==> config.mk <==
export PLATFORM = sky130hd
export DESIGN_NAME = intseq_top
export DESIGN_NICKNAME = d
export VERILOG_FILES = /design/src/rtl/intseq_pkg.sv /design/src/rtl/intseq_stack.sv /design/src/rtl/intseq_ctrl.sv /design/src/rtl/intseq_top.sv
export SDC_FILE = /design/constraint.sdc
export NUM_CORES = 1
export LEC_CHECK = 0
export CORE_MARGIN = 10
export CORE_UTILIZATION = 45
export CTS_CLUSTER_SIZE = 8
export DETAILED_ROUTE_END_ITERATION = 8
export GPL_TIMING_DRIVEN = 0
export PLACE_DENSITY_LB_ADDON = 0.2
export SLEW_MARGIN = 30
export SYNTH_ARGS = -nofsm -noshare
export SYNTH_HDL_FRONTEND = slang
export SYNTH_HIERARCHICAL = 1
export SYNTH_SLANG_ARGS = --single-unit
==> constraint.sdc <==
create_clock -name clk -period 8.3 [get_ports clk]
set_input_delay 1.245 -clock clk [delete_from_list [all_inputs] [get_ports clk]]
set_output_delay 1.245 -clock clk [all_outputs]
set_load 0.1 [all_outputs]
==> src/rtl/intseq_pkg.sv <==
package intseq_pkg;
  typedef enum logic [1:0] {
    ST_IDLE = 2'd0,
    ST_PUSH = 2'd1,
    ST_LOAD = 2'd2,
    ST_POP  = 2'd3
  } seq_state_t;
endpackage

==> src/rtl/intseq_stack.sv <==
module intseq_stack #(
  parameter int DEPTH = 4,
  parameter int W     = 24
) (
  input  logic         clk,
  input  logic         rst,
  input  logic         push,
  input  logic         pop,
  input  logic [W-1:0] wdata,
  output logic [W-1:0] rdata,
  output logic         full,
  output logic         empty
);
  localparam int AW  = (DEPTH > 1) ? $clog2(DEPTH) : 1;
  localparam int SPW = $clog2(DEPTH + 1);

  logic [W-1:0]   mem [DEPTH];
  logic [SPW-1:0] sp;
  logic [SPW-1:0] sp_dec;

  assign sp_dec = sp - 1'b1;
  assign full   = (sp == SPW'(DEPTH));
  assign empty  = (sp == '0);

  // memory: no reset, single write port, registered read
  always_ff @(posedge clk) begin
    if (push && !full) mem[sp[AW-1:0]] <= wdata;
    if (pop && !empty) rdata <= mem[sp_dec[AW-1:0]];
  end

  always_ff @(posedge clk) begin
    if (rst)                 sp <= '0;
    else if (push && !full)  sp <= sp + 1'b1;
    else if (pop && !empty)  sp <= sp_dec;
  end
endmodule

==> src/rtl/intseq_ctrl.sv <==
module intseq_ctrl
  import intseq_pkg::*;
#(
  parameter int PC_W  = 16,
  parameter int VEC_W = 7,
  parameter int LVL_W = 4
) (
  input  logic                    clk,
  input  logic                    rst,
  input  logic                    irq_req_i,
  input  logic [LVL_W-1:0]        irq_lvl_i,
  input  logic [VEC_W-1:0]        irq_vec_i,
  input  logic                    instr_done_i,
  input  logic                    reti_i,
  input  logic [PC_W-1:0]         pc_i,
  input  logic                    stk_full,
  input  logic                    stk_empty,
  input  logic [PC_W+2*LVL_W-1:0] stk_rdata,
  output logic                    stk_push,
  output logic                    stk_pop,
  output logic [PC_W+2*LVL_W-1:0] stk_wdata,
  output logic                    ack_o,
  output logic                    busy_o,
  output logic                    redirect_o,
  output logic [VEC_W-1:0]        vec_o,
  output logic                    resume_o,
  output logic [PC_W-1:0]         resume_pc_o,
  output logic [2*LVL_W-1:0]      sr_lo_o,
  output logic                    ovf_o
);
  localparam int SRL_W = 2 * LVL_W;

  seq_state_t        state;
  logic [LVL_W-1:0]  lat_lvl;
  logic [VEC_W-1:0]  lat_vec;
  logic [PC_W-1:0]   lat_pc;
  logic              do_ret;
  logic              do_take;

  assign do_ret   = (state == ST_IDLE) && reti_i && !stk_empty;
  assign do_take  = (state == ST_IDLE) && !do_ret && irq_req_i && instr_done_i
                    && (irq_lvl_i > sr_lo_o[LVL_W-1:0]);
  assign stk_push  = (state == ST_PUSH);
  assign stk_pop   = do_ret;
  assign stk_wdata = {lat_pc, sr_lo_o};

  always_ff @(posedge clk) begin
    if (rst) begin
      state       <= ST_IDLE;
      ack_o       <= 1'b0;
      busy_o      <= 1'b0;
      redirect_o  <= 1'b0;
      resume_o    <= 1'b0;
      vec_o       <= '0;
      resume_pc_o <= '0;
      sr_lo_o     <= '0;
      ovf_o       <= 1'b0;
      lat_lvl     <= '0;
      lat_vec     <= '0;
      lat_pc      <= '0;
    end else begin
      redirect_o <= 1'b0;
      resume_o   <= 1'b0;
      unique case (state)
        ST_IDLE: begin
          if (do_ret) begin
            state  <= ST_POP;
            busy_o <= 1'b1;
          end else if (do_take) begin
            if (stk_full) begin
              ovf_o <= 1'b1;
            end else begin
              state   <= ST_PUSH;
              ack_o   <= 1'b1;
              busy_o  <= 1'b1;
              lat_lvl <= irq_lvl_i;
              lat_vec <= irq_vec_i;
              lat_pc  <= pc_i;
            end
          end
        end
        ST_PUSH: state <= ST_LOAD;
        ST_LOAD: begin
          sr_lo_o    <= {lat_lvl, lat_lvl};
          vec_o      <= lat_vec;
          redirect_o <= 1'b1;
          ack_o      <= 1'b0;
          busy_o     <= 1'b0;
          state      <= ST_IDLE;
        end
        ST_POP: begin
          sr_lo_o     <= stk_rdata[SRL_W-1:0];
          resume_pc_o <= stk_rdata[SRL_W +: PC_W];
          resume_o    <= 1'b1;
          busy_o      <= 1'b0;
          state       <= ST_IDLE;
        end
        default: state <= ST_IDLE;
      endcase
    end
  end
endmodule

==> src/rtl/intseq_top.sv <==
module intseq_top #(
  parameter int PC_W  = 16,
  parameter int VEC_W = 7,
  parameter int LVL_W = 4,
  parameter int DEPTH = 4
) (
  input  logic               clk,
  input  logic               rst,
  input  logic               irq_req_i,
  input  logic [LVL_W-1:0]   irq_lvl_i,
  input  logic [VEC_W-1:0]   irq_vec_i,
  input  logic               instr_done_i,
  input  logic               reti_i,
  input  logic [PC_W-1:0]    pc_i,
  output logic               ack_o,
  output logic               busy_o,
  output logic               redirect_o,
  output logic [VEC_W-1:0]   vec_o,
  output logic               resume_o,
  output logic [PC_W-1:0]    resume_pc_o,
  output logic [2*LVL_W-1:0] sr_lo_o,
  output logic               ovf_o
);
  localparam int ENT_W = PC_W + 2 * LVL_W;

  logic             stk_push, stk_pop, stk_full, stk_empty;
  logic [ENT_W-1:0] stk_wdata, stk_rdata;

  intseq_ctrl #(.PC_W(PC_W), .VEC_W(VEC_W), .LVL_W(LVL_W)) u_ctrl (
    .clk(clk), .rst(rst),
    .irq_req_i(irq_req_i), .irq_lvl_i(irq_lvl_i), .irq_vec_i(irq_vec_i),
    .instr_done_i(instr_done_i), .reti_i(reti_i), .pc_i(pc_i),
    .stk_full(stk_full), .stk_empty(stk_empty), .stk_rdata(stk_rdata),
    .stk_push(stk_push), .stk_pop(stk_pop), .stk_wdata(stk_wdata),
    .ack_o(ack_o), .busy_o(busy_o), .redirect_o(redirect_o), .vec_o(vec_o),
    .resume_o(resume_o), .resume_pc_o(resume_pc_o), .sr_lo_o(sr_lo_o),
    .ovf_o(ovf_o)
  );

  intseq_stack #(.DEPTH(DEPTH), .W(ENT_W)) u_stack (
    .clk(clk), .rst(rst),
    .push(stk_push), .pop(stk_pop), .wdata(stk_wdata),
    .rdata(stk_rdata), .full(stk_full), .empty(stk_empty)
  );
endmodule

## Word level (Yosys, flattened, before mapping)

Memory sizes are Yosys's and may differ from the RTL's. A register that Yosys moved wholly into a read port is not among the register bits.
Cells that the tools add are included.

| storage, ports and cells | value |
|---|---|
| word-level logic and storage cells | 68 |
| bits in registers | 68 |
| memory bits (writable) | 96 |
| memories | 1 |
| input bits | 32 |

Memories:

| name | words | bits a word | read ports | clocked after Yosys merged registers in | write ports | line | RTL |
|---|---|---|---|---|---|---|---|
| u_stack.mem | 4 | 24 | 1 | 1 | 1 | intseq_stack.sv:17 | `logic [W-1:0] mem [DEPTH];` |

| cells by class | value |
|---|---|
| reductions and logical operators | 23 |
| multiplexer cells | 17 |
| equal/unequal tests | 9 |
| add/sub/neg operators | 2 |
| magnitude comparators | 1 |
| bitwise operators | 2 |

Operators by type and width:

| kind | count |
|---|---|
| $pmux 8 s2 | 1 |
| $reduce_and 4->1 | 3 |
| $logic_and 1x1->1 | 8 |
| $mux 1 | 8 |
| $reduce_bool 2->1 | 4 |
| $mux 2 | 3 |
| $mux 3 | 2 |
| $pmux 2 s3 | 1 |
| $eq 2x2->1 const B | 2 |
| $gt 4x4->1 | 1 |
| $ne 2x2->1 const B | 2 |
| $pmux 1 s2 | 2 |
| $add 3x1->3 const B | 1 |
| $eq 3x3->1 const B | 1 |
| $logic_not 1->1 | 3 |
| $logic_not 3->1 | 1 |
| $ne 3x1->1 const B | 1 |
| $ne 3x3->1 const B | 1 |
| $reduce_and 3->1 | 1 |
| $sub 3x1->3 const B | 1 |
| $eq 2x1->1 const B | 1 |
| $logic_not 2->1 | 1 |
| $ne 2x1->1 const B | 1 |
| $not 1->1 | 2 |
| other kinds (2) | 2 |

## Logic depth before layout (Yosys ltp)

Gate-level depths: netlist of run 1.

| logic depth | value |
|---|---|
| word-level depth | 11 |
| depth in mapped cells | 11 |
| gate-level depth less buffers | 9 |

## Cells and area by module

Netlist of run 1, hierarchy kept.

By module, submodules not included:

| module | seq. area each (µm²) | cells an instance | times used | area an instance (µm²) |
|---|---|---|---|---|
| intseq_stack | 3663.5 | 183 | 1 | 4485.6 |
| intseq_ctrl | 1301.2 | 305 | 1 | 2630.0 |

## Worst setup path before layout of run 1

OpenSTA, ideal clock, no wires.

| timing | value |
|---|---|
| path type | input to register |
| start | input reti_i |
| end | register u_stack.sp[1] |
| stages | 6 |
| data required time | 8.179 ns |
| data arrival time | 2.563 ns |
| slack | 5.616 ns |
| buffers on the path | 0 |
| cells stage by stage | nand2b_1 > nor3_1 > nand2b_1 > inv_1 > or3_1 > a31oi_1 |

| between the ends | value |
|---|---|
| cells in the longest elaborated chain, start to end | 4 |

RTL lines:

| what | line | RTL |
|---|---|---|
| from (decl) | intseq_top.sv:13 | `input logic reti_i,` |
| $logic_and 1x1->1 (2 in series) | intseq_ctrl.sv:40 | `assign do_ret = (state == ST_IDLE) && reti_i && !stk_empty;` |
| net stk_pop | intseq_top.sv:26 | `logic stk_push, stk_pop, stk_full, stk_empty;` |
| $logic_and 1x1->1 | intseq_stack.sv:34 | `else if (pop && !empty) sp <= sp_dec;` |
| $reduce_bool 2->1 (no source line) | n/a |  |
| to (signal assigned) | intseq_stack.sv:33 | `else if (push && !full) sp <= sp + 1'b1;` |
| to (signal assigned) | intseq_stack.sv:34 |  |
| to (decl) | intseq_stack.sv:18 | `logic [SPW-1:0] sp;` |

The timed path passes the listed nets, and every way through them passes these cells.
A chain may end at the register's enable or synchronous reset.

## Worst setup path after layout of run 1

| timing | value |
|---|---|
| start | register u_ctrl.sr_lo_o[3] |
| end | output sr_lo_o[3] |

RTL lines:

| what | line | RTL |
|---|---|---|
| from (decl) | intseq_ctrl.sv:28 | `output logic [2*LVL_W-1:0] sr_lo_o,` |
| from (signal assigned) | intseq_ctrl.sv:84 | `sr_lo_o <= {lat_lvl, lat_lvl};` |
| from (signal assigned) | intseq_ctrl.sv:92 | `sr_lo_o <= stk_rdata[SRL_W-1:0];` |
| to (decl) | intseq_top.sv:21 | `output logic [2*LVL_W-1:0] sr_lo_o,` |

No word-level cell between the ends.

==> results of run 1 <==
-- metrics by stage --
stage	setup WS, ps	power, mW
after floorplan	5620	1.22
after global placement	4440	1.28
after detailed placement	4760	1.29
after CTS	4990	2.11
after global routing	4910	2.16
final	5010	2.09
-- worst reg2reg max path, delay by kind of cell (launching register included) --
kind,cells,cell delay (ps)
compound gates,2,320
fa+ha+maj,2,440
buf+inv,4,1090
flops,1,380
simple gates,3,790
-- state kept, by name (all words and copies together) (netlist names) --
signal and count:
u_ctrl/ack_o 1, u_ctrl/busy_o 1, u_ctrl/lat_lvl 4, u_ctrl/lat_pc 16, u_ctrl/lat_vec 7, u_ctrl/ovf_o 1, u_ctrl/redirect_o 1, u_ctrl/resume_o 1
u_ctrl/resume_pc_o 16, u_ctrl/sr_lo_o 8, u_ctrl/state 2, u_ctrl/vec_o 7, u_stack/mem 96, u_stack/rdata 24, u_stack/sp 3
-- power groups by stage --
| stage | combinational [mW] | clock, mW | sequential (mW) |
|---|---|---|---|
| 3_3_place_gp | 0.214 | 0 | 1.07 |
| 4_1_cts | 0.218 | 0.840 | 1.05 |
| 5_1_grt | 0.233 | 0.879 | 1.05 |
| 6_report | 0.215 | 0.825 | 1.05 |
| 3_5_place_dp | 0.218 | 0 | 1.07 |
| 2_1_floorplan | 0.113 | 0 | 1.10 |
-- cell type report --
class                      count  area (um2)  share of cell area (%)
buffer                        36         229                    2.64
clock buffer                  23         509                    5.88
clock inverter                 9         106                    1.23
inverter                      10        37.5                   0.433
multi-input combinational    254        1880                    21.7
sequential                   188        4960                    57.3
tap                          211         264                    3.05
timing repair buffer          67         671                    7.74
-- final timing paths --
kind,end,slack (ps),from
worst max-delay path,sr_lo_o[3],5010,u_ctrl/sr_lo_o[3]
worst min-delay path,u_ctrl/vec_o[0],450,u_ctrl/vec_o[0]
worst max register to register,u_stack/sp[2],5160,u_stack/sp[0]
worst min register to register,u_ctrl/vec_o[0],450,u_ctrl/vec_o[0]
-- placed cells by master (no fill, tap or decap), types with 5 or more instances in the layout --
cell type / n
inv_1: 8
clkbuf_1: 18
nor2b_1: 8
clkdlybuf4s50_1: 67
nand2_1: 102
mux4_2: 24
dfxtp_1: 68
and2_2: 5
buf_6: 8
buf_4: 8
nor2_1: 10
mux2i_1: 27
clkbuf_16: 18
a21oi_1: 32
a211oi_1: 8
ha_1: 10
edfxtp_1: 120
-- cell families (layout without fill, tap and decap cells) --
| group | after synthesis | count (layout) | synth area share [%] |
|---|---|---|---|
| flip-flops | 188 | 188 | 69.8 |
| AND/OR/NAND/NOR | 140 | 140 | 8.58 |
| AO/OA/AOI/OAI | 53 | 53 | 4.75 |
| multiplexers | 51 | 51 | 11.4 |
| buffers and inverters | 46 | 145 | 3.75 |
| adder cells (fa/ha/maj) | 10 | 10 | 1.76 |
-- routing by layer --
metal | vias to the layer above | part of all wire [%] | routed length [um] | track usage, %
met5 | - | 0 | 0 | 0
met1 | 1982 | 41 | 6140 | 17.4
li1 | 1927 | - | - | -
met2 | 98 | 51 | 7600 | 24.4
met3 | 18 | 7.1 | 1070 | 3.63
met4 | 0 | 1.4 | 213 | 6.27
==> flow_summary_export.csv, run 1 <==
group,metric,value,unit
cts,cts.sink_count,188,
pwr,p_switching,0.480,mW
pwr,seq_power_share,50.2,%
timing,holdWs,451,ps
worst_setup_path,critPathTopFamily,"buffers and inverters",
finish,finalNetCount,616,
place,dp_hpwl,9870,um
timing,finalCriticalPeriod,3290,ps
floorplan,fp.dieW,146,um
worst_setup_path,path_depth,1,
place,dpl.cell_count,766,
timing,setup_viol_count_final,0,
yosys,synth_ff_type,"edfxtp_1",
cts,clk_latency,430,ps
route,via_count,4025,
pwr,pwr-share-clk,39.5,%
yosys,synthCells,488,
floorplan,die-area,21200,um2
cts,numCtsBuffers,17,
route,drc,0,
timing,clock.fmax,304,MHz
cts,cts.clk_slew.worst_paths,60,ps
cts,cts_setup_buffers,0,
worst_hold_path,hold_depth,2,
grt,grt_pass1_vias,4313,
timing,slew_violations,0,
worst_setup_path,cp-end-kind,"output pin",
finish,final_cells,798,
cts,cts-resized-gates,0,
outcome,outcome,"finished, final reports clean",
cts,cts_buffer_depth,2,
place,port_buffers,67,
floorplan,die_y,146,um
yosys,synth_nets,530,
cts,cts_tree,"done",
pwr,p_int,1.61,mW
floorplan,ios,68,
worst_setup_path,startpoint_type,"register",
timing,post-route-period-util,39.6,%
yosys,synth_most_common_cell,"edfxtp_1",
finish,drive_above_1_share,14.3,%
grt,antenna_found_initial,0,
route,wl,15000,um
worst_hold_path,min_path_type,"register to register",
finish,fillerInstances,1234,
worst_setup_path,cp.arrival,2040,ps
worst_setup_path,cp_slowest_cell,"clkdlybuf4s50_1",
cts,cts-htree-levels,4,
worst_setup_path,critical_path_class,"register to output pin",
worst_setup_path,path_cells,"clkdlybuf4s50_1",
grt,grt_pass1_wl,23800,um
yosys,yosysWarnings,6,
finish,n_antenna_cell,0,
worst_setup_path,critPathBufInv,1,
grt,grt_overflow,0,
timing,final_hold_viol_count,0,
route,drtIter0Drc,315,
timing,slew_headroom,33.6,%
timing,tns,0,ps
grt,grt_usage,14.6,%
place,place_area,8050,um2
yosys,ys_async_sr_fraction,0,%
cts,cts-root-buf,"clkbuf_16",
worst_setup_path,critPathMaxStageDelay,1170,ps
grt,grt_max_degree,29,
pwr,irDropWorstVdd,0.000158,V
timing,rsz0062_at_grt,"false",
route,ant_nets,0,
floorplan,start_util,46.3,%
cts,cts.hold.buffers_added,0,
place,place_congestion,0.784,
pwr,p_leak,2.89,nW
run,drv_cap,0,
yosys,syn_avg_cell_area,14.6,um2
yosys,synth_seq_cells,188,
timing,tightest_slew,993,ps
yosys,syn-cell-area,7120,um2
finish,fin_util,56.4,%
finish,design_area,8670,um2
timing,skew,18.5,ps
route,dr.pass1.iters,4,
worst_setup_path,critPathRequiredTime,7050,ps
floorplan,core,15400,um2
yosys,synth_top_area_share,50.6,%
route,viasPerCell,5.04,
yosys,synth-edff-count,120,
yosys,ys_types,33,
worst_setup_path,reg2reg_depth,11,
route,wl_per_cell,18.8,um
pwr,combPwrFrac,10.3,%
yosys,synth_top_cell_by_area,"edfxtp_1",
pwr,p_per_area,241,nW/um2
finish,area_delta_synth_final,21.8,%
yosys,synth-seq-area-share,69.8,%
floorplan,rows,45,
yosys,synthTopCellsByCount,"120 x edfxtp_1, 102 x nand2_1, 68 x dfxtp_1",
yosys,ys_top_cells_by_area,"edfxtp_1 51%, dfxtp_1 19%, mux4_2 7.6%",
pwr,swShare,23.0,%
worst_setup_path,cp_max_fo,4,
No activity file was read; power rests on OpenSTA's default activity.
==> run 2, diff against run 1 <==
==> constraint.sdc (replaced) <==
create_clock -name clk -period 2.8 [get_ports clk]
set_input_delay 0.42 -clock clk [delete_from_list [all_inputs] [get_ports clk]]
set_output_delay 0.42 -clock clk [all_outputs]
set_load 0.1 [all_outputs]
==> flow_summary_export.csv, run 2 (synthesized netlist as in run 1, its figures left out) <==
group,metric,value,unit
floorplan,die_y,146,um
finish,area_delta_synth_final,22.3,%
grt,grtUsageMet3,3.63,%
worst_setup_path,cp.arrival,2690,ps
cts,cts-htree-levels,4,
cts,numCtsBuffers,17,
run,drv_cap,0,
route,ant_nets,0,
finish,largest_register_ffs,96,
grt,met1_usage,17.3,%
worst_setup_path,r2r-start,"u_ctrl/state[0]",
cts,clk_latency,420,ps
route,drc,0,
pwr,p_leak,2.89,nW
finish,n_antenna_cell,0,
grt,grt_overflow,0,
route,drtIter0Drc,313,
grt,grt_pass1_vias,4314,
floorplan,core,15400,um2
cts,cts_setup_buffers,0,
floorplan,die-area,21200,um2
timing,finalCriticalPeriod,2640,ps
grt,busiest_layer,"met2",
grt,grt_pass1_wl,23700,um
place,port_buffers,67,
timing,setup_viol_count_final,0,
worst_setup_path,reg2reg_depth,6,
worst_setup_path,critical_path_class,"register to register",
worst_setup_path,cp_max_fo,24,
worst_hold_path,worstHoldEndpoint,"u_ctrl/vec_o[0]",
place,post-place-ws,-306,ps
finish,fillerInstances,1226,
route,wl_per_cell,18.9,um
floorplan,fp.dieW,146,um
worst_hold_path,hold_depth,2,
worst_setup_path,cp-end-kind,"register",
timing,final_hold_viol_count,0,
grt,grt_use_met2,24.4,%
finish,multiInputGateArea,1900,um2
timing,clock.fmax,379,MHz
worst_hold_path,worstHoldStart,"u_ctrl/vec_o[0]",
place,dp_hpwl,9870,um
outcome,outcome,"finished, final reports clean",
worst_setup_path,reg2reg_setup_slack,160,ps
floorplan,rows,45,
cts,cts.sink_count,188,
worst_setup_path,startpoint_type,"register",
finish,finalNetCount,616,
floorplan,ios,68,
worst_hold_path,min_path_type,"register to register",
timing,slew_violations,0,
cts,cts_buffer_depth,2,
worst_setup_path,worstReg2RegEnd,"u_stack/mem[1][13]",
timing,post-route-period-util,94.2,%
cts,cts.hold.buffers_added,0,
cts,cts.clk_slew.worst_paths,60,ps
route,via_count,4072,
timing,tightest_slew,993,ps
pwr,p_per_area,712,nW/um2
timing,skew,6.87,ps
cts,cts-root-buf,"clkbuf_16",
grt,grt_max_degree,29,
route,dr.pass1.iters,4,
finish,drive_above_1_share,14.5,%
route,wl,15100,um
place,place_congestion,0.784,
grt,antenna_found_initial,0,
finish,final_cell_mix,"120 x edfxtp_1, 102 x nand2_1, 68 x dfxtp_1, 67 x clkdlybuf4s50_1, 32 x a21oi_1",
pwr,finalPower,6.19,mW
finish,seqCellArea,4960,um2
pwr,irDropWorstVdd,0.000462,V
worst_setup_path,critPathRequiredTime,2850,ps
timing,slew_headroom,33.6,%
cts,cts_tree,"done",
grt,grt_usage,14.5,%
route,viasPerCell,5.10,
timing,setup_ws,162,ps
floorplan,start_util,46.3,%
finish,final_common_cell,"edfxtp_1",
-- run 2: cell count changes in the layout (fill, tap and decap cells not counted), sizes merged --
cell,change
bufinv,+1
inv,-1
-- run 2: worst max-delay path, cell delays in order (launching register included) --
cell and delay (ps):
dfxtp_1 330, buf_6 150, clkbuf_1 360, nor2b_1 320
a21boi_2 260, buf_6 150, and2_2 680
-- run 2: worst max path at each step --
| stage | depth (start not counted) | startpoint | end |
|---|---|---|---|
| after detailed placement | 11 | u_stack/sp[0] | u_stack/sp[2] |
| after global routing | 6 | u_ctrl/state[0] | u_stack/mem[1][7] |
| after global placement | 11 | u_stack/sp[0] | u_stack/sp[1] |
| final | 6 | u_ctrl/state[0] | u_stack/mem[1][13] |
| after CTS | 11 | u_stack/sp[0] | u_stack/sp[2] |
| after floorplan | 11 | u_stack/sp[0] | u_stack/sp[1] |
-- run 2: per-stage QoR --
step                cell area (um2)  hold WS [ps]  TNS, ps  cells  util, %
global placement               8050           439   -17520    766     52.4
detailed placement             8050           447    -6870    766     52.4
CTS                            8680           456        0    798     56.4
finish                         8700           451        0    798     56.6
global route                   8700           477  -0.0511    798     56.6
floorplan                      7120           430        0    488        -
-- run 2: per-layer routing --
metal,up-vias,part of all wire [%]
met2,90,51
li1,1936,-
met3,18,4.4
met4,0,1.4
met5,-,0
met1,2028,44
-- run 2: layout make-up --
cell class | count | share of cell area, %
timing repair buffer | 67 | 7.71
tap | 211 | 3.03
buffer | 36 | 2.63
sequential | 188 | 57.0
clock inverter | 9 | 1.22
clock buffer | 23 | 5.85
inverter | 10 | 0.733
multi-input combinational | 254 | 21.8
-- run 2: report_power, final --
group	switching [mW]	total, mW	leakage (nW)	internal, mW
Combinational	0.387	0.642	0.936	0.255
Clock	0.983	2.45	0.297	1.46
Sequential	0.0563	3.11	1.66	3.05
-- run 2: timing repair --
item | in CTS | in global routing
endpoints found under the setup margin | 27 | 3
pin swaps | 0 | 0
gates cloned | 0 | 0
gates resized for setup | 3 | 4
==> run 3, diff against run 2 <==
--- a/config.mk
+++ b/config.mk
@@ -10,7 +10,9 @@
 export CTS_CLUSTER_SIZE = 8
 export DETAILED_ROUTE_END_ITERATION = 8
 export GPL_TIMING_DRIVEN = 0
+export HOLD_SLACK_MARGIN = 0.05
 export PLACE_DENSITY_LB_ADDON = 0.2
+export REMOVE_ABC_BUFFERS = 1
 export SLEW_MARGIN = 30
 export SYNTH_ARGS = -nofsm -noshare
 export SYNTH_HDL_FRONTEND = slang
==> flow_summary_export.csv, run 3 (synthesized netlist as in run 1, its figures left out) <==
group,metric,value,unit
worst_setup_path,startpoint_type,"register",
grt,grt_pass1_vias,3984,
worst_hold_path,worstHoldStart,"rst",
grt,grt_max_degree,60,
worst_hold_path,worstHoldEndpoint,"u_ctrl/resume_pc_o[9]",
timing,skew,7.90,ps
floorplan,start_util,46.3,%
timing,slew_violations,0,
grt,antenna_found_initial,0,
timing,tightest_slew,1010,ps
pwr,p_int,4.64,mW
worst_setup_path,worstReg2RegEnd,"u_stack/mem[1][8]",
run,drv_cap,0,
pwr,seq_power_share,51.9,%
finish,n_antenna_cell,0,
route,dr.pass1.iters,4,
pwr,p_per_area,712,nW/um2
cts,cts.sink_count,188,
worst_setup_path,r2r-start,"u_ctrl/state[0]",
pwr,finalPower,6.05,mW
floorplan,die_y,146,um
finish,largest_register_ffs,96,
route,via_count,3900,
cts,numCtsBuffers,17,
cts,cts_tree,"done",
finish,final_cells,767,
place,place_congestion,0.740,
timing,slew_headroom,32.4,%
pwr,pwr-share-clk,38.7,%
grt,grt_overflow,0,
route,ant_nets,0,
worst_setup_path,critical_path_class,"register to register",
timing,holdWs,343,ps
cts,clk_latency,430,ps
floorplan,ios,68,
finish,multiInputGateArea,1890,um2
finish,area_delta_synth_final,19.4,%
pwr,p_leak,2.78,nW
place,dp_hpwl,8360,um
timing,tns,0,ps
worst_setup_path,critPathRequiredTime,2860,ps
timing,clock.fmax,373,MHz
route,wl_per_cell,18.3,um
worst_setup_path,reg2reg_depth,3,
grt,grt_pass1_wl,22200,um
timing,setup_viol_count_final,0,
cts,cts_buffer_depth,2,
worst_setup_path,reg2reg_setup_slack,120,ps
route,drtIter0Drc,209,
pwr,p_switching,1.41,mW
timing,rsz0062_at_grt,"true",
route,viasPerCell,5.08,
place,dpl.cell_count,734,
finish,final_cell_mix,"120 x edfxtp_1, 102 x nand2_1, 67 x dfxtp_1, 65 x clkdlybuf4s50_1, 32 x a21oi_1",
finish,finalNetCount,585,
cts,cts-root-buf,"clkbuf_16",
finish,seqCellArea,4970,um2
timing,finalCriticalPeriod,2680,ps
worst_setup_path,cp.arrival,2740,ps
floorplan,die-area,21200,um2
timing,final_hold_viol_count,0,
place,port_buffers,67,
finish,drive_above_1_share,13.1,%
cts,cts-htree-levels,4,
floorplan,rows,45,
worst_setup_path,cp-end-kind,"register",
finish,final_common_cell,"edfxtp_1",
route,wl,14100,um
worst_setup_path,cp_max_fo,24,
route,drc,0,
finish,fin_util,55.3,%
floorplan,fp.dieW,146,um
pwr,irDropWorstVdd,0.000500,V
floorplan,core,15400,um2
timing,post-route-period-util,95.6,%
cts,cts.clk_slew.worst_paths,70,ps
pwr,swShare,23.3,%
worst_hold_path,hold_depth,2,
worst_hold_path,min_path_type,"primary input to register",
finish,fillerInstances,1239,
grt,grt_usage,13.7,%
outcome,outcome,"finished, final reports clean",
pwr,combPwrFrac,9.4,%
[run 3: cell count changes in the layout (fill, tap and decap cells not counted), sizes merged]
cell and change:
inv +1, clkinvlp +1, clkinv +1, clkdlybuf4s50 -2, bufinv -1, buf -12
clkbuf -19
[run 3: routing by layer]
layer	part of all wire [%]	up-vias	track usage [%]
li1	-	1874	-
met1	42	1941	15.9
met2	52	75	23.0
met3	4.9	10	4.32
met4	1.1	0	5.26
met5	0	-	0
[run 3: layout make-up]
cell class              count  share of cell area (%)
well taps                 211                    3.11
multi-input cells         254                    22.3
flip-flops and latches    188                    58.5
repair buffers             72                    8.78
clock buffers              21                    5.42
inverters                  10                   0.530
clock inverters            11                    1.38
[run 3: worst max-delay path by stage]
stage / from / endpoint / cells after the start
after global placement: u_stack/sp[0] / u_stack/sp[1] / 9
after CTS: u_ctrl/state[0] / u_stack/mem[0][9] / 3
after global routing: u_ctrl/state[0] / u_stack/mem[3][8] / 3
final: u_ctrl/state[0] / u_stack/mem[1][8] / 3
after floorplan: u_stack/sp[0] / u_stack/sp[1] / 9
after detailed placement: u_stack/sp[0] / u_stack/sp[2] / 9
[run 3: timing repair]
item	in CTS	in global routing
pin swaps	0	1
buffers inserted	1	0
gates resized for setup	2	1
cloned	0	0
hold buffers	0	0
endpoints found under the setup margin	27	98
[run 3: worst max-delay path, cell delays in order (launching register included)]
cell      delay [ps]
dfxtp_1          840
nor2b_1          310
a21boi_2         420
and2_2           720
[run 3: power by group through the flow]
stage / Combinational [mW] / Clock (mW) / Sequential [mW]
after global routing: 0.611 / 2.49 / 3.15
final: 0.569 / 2.34 / 3.14
after global placement: 0.538 / 0 / 3.20
after floorplan: 0.252 / 0 / 3.30
after CTS: 0.578 / 2.40 / 3.14
after detailed placement: 0.551 / 0 / 3.21
[run 3: through the flow]
step	area, um2	worst slack, ps
global route	8490	-45.0
detailed placement	7880	-409
finish	8490	122
floorplan	6890	-675
CTS	8490	149
global placement	7820	-1990
